$ cat config.mk
export PLATFORM = sky130hd
export DESIGN_NAME = nib_entry_reg
export DESIGN_NICKNAME = d
export VERILOG_FILES = /design/src/rtl/nib_pkg.sv /design/src/rtl/sclk_fall_det.sv /design/src/rtl/nib_chain.sv /design/src/rtl/nib_entry_reg.sv
export SDC_FILE = /design/constraint.sdc
export NUM_CORES = 1
export LEC_CHECK = 0
export ABC_AREA = 1
export BUFFER_PORTS_ARGS = -buffer_cell sky130_fd_sc_hd__buf_4
export CAP_MARGIN = 5
export CORE_MARGIN = 2
export CORE_UTILIZATION = 30
export CTS_BUF_LIST = sky130_fd_sc_hd__clkbuf_16
export CTS_CLUSTER_SIZE = 20
export DETAILED_ROUTE_END_ITERATION = 8
export HOLD_SLACK_MARGIN = 0.1
export PLACE_DENSITY = 0.54
export REMOVE_ABC_BUFFERS = 1
export SLEW_MARGIN = 20
export SYNTH_ARGS = -nofsm -noshare
export SYNTH_HDL_FRONTEND = slang
export SYNTH_SLANG_ARGS = --single-unit
$ cat constraint.sdc
create_clock -name clk -period 1.1 [get_ports clk]
set_clock_uncertainty 0.15 [all_clocks]
set_input_delay 0.11 -clock clk [delete_from_list [all_inputs] [get_ports clk]]
set_output_delay 0.11 -clock clk [all_outputs]
set_load 0.01 [all_outputs]
$ cat src/rtl/nib_pkg.sv
package nib_pkg;
  localparam int unsigned NIB_W = 4;
  localparam int unsigned SYNC_STAGES = 2;

  function automatic logic [NIB_W:0] preset_chain();
    logic [NIB_W:0] v;
    v = '0;
    v[NIB_W - 1] = 1'b1;
    return v;
  endfunction
endpackage

$ cat src/rtl/sclk_fall_det.sv
module sclk_fall_det #(
  parameter int unsigned STAGES = nib_pkg::SYNC_STAGES
) (
  input  logic clk,
  input  logic rst_n,
  input  logic sclk_in,
  input  logic sdat_in,
  output logic fall,
  output logic sdat_al
);
  logic [STAGES:0]   clk_pipe_q;
  logic [STAGES-1:0] dat_pipe_q;

  always_ff @(posedge clk or negedge rst_n) begin
    if (!rst_n) begin
      clk_pipe_q <= '0;
      dat_pipe_q <= '0;
    end else begin
      clk_pipe_q <= {clk_pipe_q[STAGES-1:0], sclk_in};
      dat_pipe_q <= {dat_pipe_q[STAGES-2:0], sdat_in};
    end
  end

  assign fall    = clk_pipe_q[STAGES] & ~clk_pipe_q[STAGES-1];
  assign sdat_al = dat_pipe_q[STAGES-1];
endmodule

$ cat src/rtl/nib_chain.sv
module nib_chain #(
  parameter int unsigned W = nib_pkg::NIB_W
) (
  input  logic         clk,
  input  logic         rst_n,
  input  logic         mreset,
  input  logic         pload,
  input  logic [W-1:0] pdin,
  input  logic         shift_req,
  input  logic         sbit,
  input  logic         ack,
  output logic [W-1:0] data,
  output logic         mark
);
  localparam logic [W:0] PRESET = nib_pkg::preset_chain();

  logic [W:0] chain_q;
  logic [W:0] chain_d;
  logic       chain_en;
  logic       full;

  assign full = chain_q[W];

  always_comb begin
    chain_d  = chain_q;
    chain_en = 1'b0;
    if (mreset) begin
      chain_d  = PRESET;
      chain_en = 1'b1;
    end else if (ack && full) begin
      chain_d  = PRESET;
      chain_en = 1'b1;
    end else if (pload) begin
      chain_d  = {1'b1, pdin};
      chain_en = 1'b1;
    end else if (shift_req && !full) begin
      chain_d  = {chain_q[0], sbit, chain_q[W-1:1]};
      chain_en = 1'b1;
    end
  end

  always_ff @(posedge clk or negedge rst_n) begin
    if (!rst_n) begin
      chain_q <= PRESET;
    end else if (chain_en) begin
      chain_q <= chain_d;
    end
  end

  assign data = chain_q[W-1:0];
  assign mark = chain_q[W];
endmodule

$ cat src/rtl/nib_entry_reg.sv
module nib_entry_reg #(
  parameter int unsigned W      = nib_pkg::NIB_W,
  parameter int unsigned STAGES = nib_pkg::SYNC_STAGES
) (
  input  logic         clk,
  input  logic         rst_n,
  input  logic         mreset,
  input  logic         pload,
  input  logic [W-1:0] pdin,
  input  logic         sdin,
  input  logic         sclk,
  input  logic         sen_n,
  input  logic         ack,
  output logic [W-1:0] dout,
  output logic         full_n
);
  logic sclk_fall;
  logic sbit_al;
  logic shift_req;
  logic mark;

  sclk_fall_det #(.STAGES(STAGES)) edge_i (
    .clk     (clk),
    .rst_n   (rst_n),
    .sclk_in (sclk),
    .sdat_in (sdin),
    .fall    (sclk_fall),
    .sdat_al (sbit_al)
  );

  assign shift_req = sclk_fall & ~sen_n & ~pload;

  nib_chain #(.W(W)) chain_i (
    .clk       (clk),
    .rst_n     (rst_n),
    .mreset    (mreset),
    .pload     (pload),
    .pdin      (pdin),
    .shift_req (shift_req),
    .sbit      (sbit_al),
    .ack       (ack),
    .data      (dout),
    .mark      (mark)
  );

  assign full_n = ~mark;
endmodule

Word-level counts from Yosys, hierarchy flattened
Cells that the tools add are included.

storage, ports and cells
  flip-flop bits (word level) = 10
  bits of input ports = 12
  output and inout bits = 5

cells by class
  muxes and demuxes = 8
  bitwise logic cells = 7
  reductions and logical operators = 5

operators with widths
  cell                 number
  5-bit two-way mux    4
  1-bit two-way mux    4
  1-bit NOT            4
  4-bit nonzero test   1
  1-bit AND            3
  1-bit logical AND    2
  2-bit AND reduction  1
  1-bit zero test      1

Depth between registers and ports, before layout
  word-level depth = 10
  gate-level depth with buffers = 6

Hierarchy
Synthesis repeated with hierarchy kept, for this count alone.

unflattened totals
  cell total of the unflattened synthesis = 54
  area total of the unflattened synthesis = 454.2 um2

modules (own cells, without submodules)
  module         times used  cells each  area each (um2)
  nib_chain      1           43          301.5
  sclk_fall_det  1           7           135.1
  nib_entry_reg  1           4           17.5

Worst setup path after synthesis
Ideal clock, no wire load.

  kind = register -> register
  from = reg chain_i.chain_q[4]
  to = reg chain_i.chain_q[0]
  setup time = 0.117 ns
  arrival = 0.764 ns
  required time = 0.833 ns
  slack = 0.069 ns
  cell stages (with the launch flop) = 7
  path buffers = 0
  clock period less this slack = 1.031 ns
  cells stage by stage = dfrtp_1 nand2_1 nand2_1 inv_2 nand2_4 nand2_1 nand2_1

on the way
  word-level cells in the longest chain between the ends = 7
  elaborated cells on any way between the ends = 11
  those cells by class = 6 x mux; 5 x reduce/logical

RTL lines
  what                                  RTL line         RTL
  start, declared                       nib_chain.sv:17  logic [W:0] chain_q;
  start signal, assigned                nib_chain.sv:46  chain_q <= chain_d;
  1-bit zero test                       nib_chain.sv:36  end else if (shift_req && !full) begin
  1-bit logical AND                     nib_chain.sv:36
  1-bit two-way mux                     nib_chain.sv:36
  1-bit two-way mux                     nib_chain.sv:33  end else if (pload) begin
  1-bit two-way mux                     nib_chain.sv:30  end else if (ack && full) begin
  1-bit two-way mux                     nib_chain.sv:27  if (mreset) begin
  2-bit AND reduction (no source line)  --

Several ways; a longest one is shown, not always the timed one.
A chain may end at the register's enable or synchronous reset.

Worst setup path in the final report
  from = reg chain_i.chain_q[3]
  to = out dout[3]

RTL lines
  what           RTL line             RTL
  end, declared  nib_entry_reg.sv:14  output logic [W-1:0] dout,

No word-level cell between the ends.

==> results.cfg <==
[run_status]
status = finished with violations
violations = negative setup slack

[synth]
synth_flop_cell = dfrtp_1
synthMostInstantiatedCell = nand2_1
synth-xor-area-share = 0
syn_inst = 56
synth_mux_area_frac = 0
async_flop_share = 1.00
yosys-top-cells-area = dfrtp_1 51%, nand2_1 21%, dfstp_2 6.0%
avgSynthCellArea_um2 = 7.86
synth_area_um2 = 440
synth_compound_area_frac = 0.0341
synth_top_cells_by_count = 25 x nand2_1, 9 x dfrtp_1, 7 x inv_1
yosysTopAreaCell = dfrtp_1
seq_area_frac_synth = 0.571
synth-simple-area-share = 0.327
synth-edff-count = 0
synth_fa_ha_area_frac = 0
synth_top_family_by_area = simple AND/OR/NAND/NOR gates
synth.top_cell.area_share = 0.511
ys_types = 9
ys_ff_latch = 10
yosysWarningCount = 0

[routing]
ant_nets = 0
viasPerCell = 4.25
finalWirelength_um = 888
drt-initial-drc-count = 2
avgRoutedWirePerCell_um = 9.15
drt_pass1_iterations = 4
route.vias.total = 412
drc_errors = 0

[die]
core_mm2 = 0.00133
die_w_um = 42.3
rows = 13
start_util = 0.330
io_pins = 17
dieHeight_um = 42.3
dieArea_mm2 = 0.00179

[placed_design]
place_worst_setup_slack_ns = -0.0164
dp_cells = 87
place.port_buffers = 16
post-dp-hpwl_um = 640
gp_congestion = 0.715

[global_route]
grt_max_degree = 11
grt_pass1_wl_mm = 1.55
grt_use_total = 0.114
antenna_found_initial = 0
grt_pass1_vias = 397
grt_overflow = 0

[critical_path]
path_max_fanout = 3
required_ns = 0.84
end_kind = output pin
r2r_cells = 6
cp_num_buf_inv = 1
crit_type = reg2out
crit_arrival_ns = 0.87
cp_num_cells = 1
path_cells = buf_6
critPathMaxStageDelay_ns = 0.54
cpMaxStageDelayCell = dfstp_2
crit_family = flip-flops
r2r_setup_slack_ns = 0.01
start_kind = flip-flop

[sta]
setup_slack_ns = -0.0325
setup_violations = 1
rsz0062_at_grt = yes
min_period_ns = 1.13
clock.fmax_mhz = 883
relSlewSlack = 0.898
fin_crit_sh = 1.03
setup_tns_ns = -0.0325
worst-slew-pin-transition_ns = 0.153
finalHoldViolCount = 0
slew_viol_final = 0

[cells_and_area]
final_cells = 97
nFillCells = 128
antenna_cells_inserted = 0
register_area_um2 = 251
area_delta_synth_final_pct = 70.5
drive_gt1_frac = 0.390
post-route-util = 0.563
multi_input_area_um2 = 184
nets = 95

[power]
power.leakage_uw = 0.000403
peakVddDrop_v = 0.00105
clockPowerShare = 0.509
power_frac_seq = 0.346
swShare = 0.204
combPwrFrac = 0.145
total_power_uw = 1220
p_sw_uw = 248
power_density_mw_per_mm2 = 1620
intPower_uw = 968

[clocking]
h-tree-depth = 1
cts_sinks = 10
path_clk_slew_ns = 0.04
cts.path.max_buffers = 2
cts_root_buffer = clkbuf_16
cts_buffers = 3
cts_tree = yes
clk_latency_ns = 0.23

[run]
maxCapViolations = 0

[min_path]
min_path_type = in2async
power by group through the flow:
stage                     registers, µW  clock network [µW]  logic (µW)
after global routing                425                 662         198
after CTS                           420                 629         172
after global placement              423                   0         141
final                               420                 619         176
after detailed placement            423                   0         142
after floorplan                     426                   0        57.7
path summary, 6_finish.rpt:
check,endpoint,from
worst max-delay path,dout[3],chain_i.chain_q[3]
worst min-delay path,edge_i.clk_pipe_q[0],rst_n
worst max register to register,chain_i.chain_q[4],chain_i.chain_q[4]
worst min register to register,edge_i.dat_pipe_q[1],edge_i.dat_pipe_q[0]
max in group asynchronous,chain_i.chain_q[3],rst_n
min in group clk,chain_i.chain_q[3],mreset
what timing repair did:
| action | in CTS | in global routing |
|---|---|---|
| pin swaps | 4 | 3 |
| endpoints found under the setup margin | 6 | 7 |
| buffers inserted | 1 | 0 |
| gates resized for setup | 8 | 4 |
| hold buffers | 5 | 0 |
| hold endpoints to repair | 14 | 0 |
area by class of cell:
class	instances	share of cell area
clock buffer	3	0.100
clock inverter	1	0.00500
inverter	8	0.0433
multi-input combinational	38	0.245
sequential	10	0.335
tap	15	0.0250
timing repair buffer	22	0.247
logic make-up (layout without fill, tap and decap cells):
group                  after synthesis  count (layout)
AND/OR/NAND/NOR                     35              35
AO/OA/AOI/OAI                        3               3
buffers and inverters                8              34
flip-flops                          10              10
sequential cells by signal (all words and copies together), names as in the netlist:
signal,flops
edge_i.dat_pipe_q,2
edge_i.clk_pipe_q,3
chain_i.chain_q,5
cells in the final DEF (no fill, tap or decap):
| cell | count |
|---|---|
| inv_4 | 1 |
| dfrtp_1 | 9 |
| nand2_2 | 6 |
| nand2_1 | 19 |
| buf_4 | 15 |
| inv_1 | 8 |
| buf_6 | 2 |
| clkbuf_16 | 3 |
| nand3_1 | 4 |
| dfstp_2 | 1 |
| nand2_4 | 1 |
| nor2_1 | 4 |
| dlygate4sd3_1 | 5 |
| a21oi_1 | 1 |
| a21oi_2 | 2 |
| nor2_2 | 1 |
stage by stage:
step,hold WS (ns),instance area (µm²)
2_1_floorplan,-0.336,440
3_3_place_gp,-0.207,579
3_5_place_dp,-0.206,579
4_1_cts,0.0930,738
5_1_grt,0.112,751
6_report,0.0914,751
metal layers:
metal | track usage | part of all wire | wire length [µm]
met2 | 0.188 | 0.47 | 416
met4 | 0.0750 | 0 | 0
met1 | 0.128 | 0.46 | 412
met3 | 0.0302 | 0.066 | 59
met5 | 0 | 0 | 0
Power figures use the tool's default switching activity.
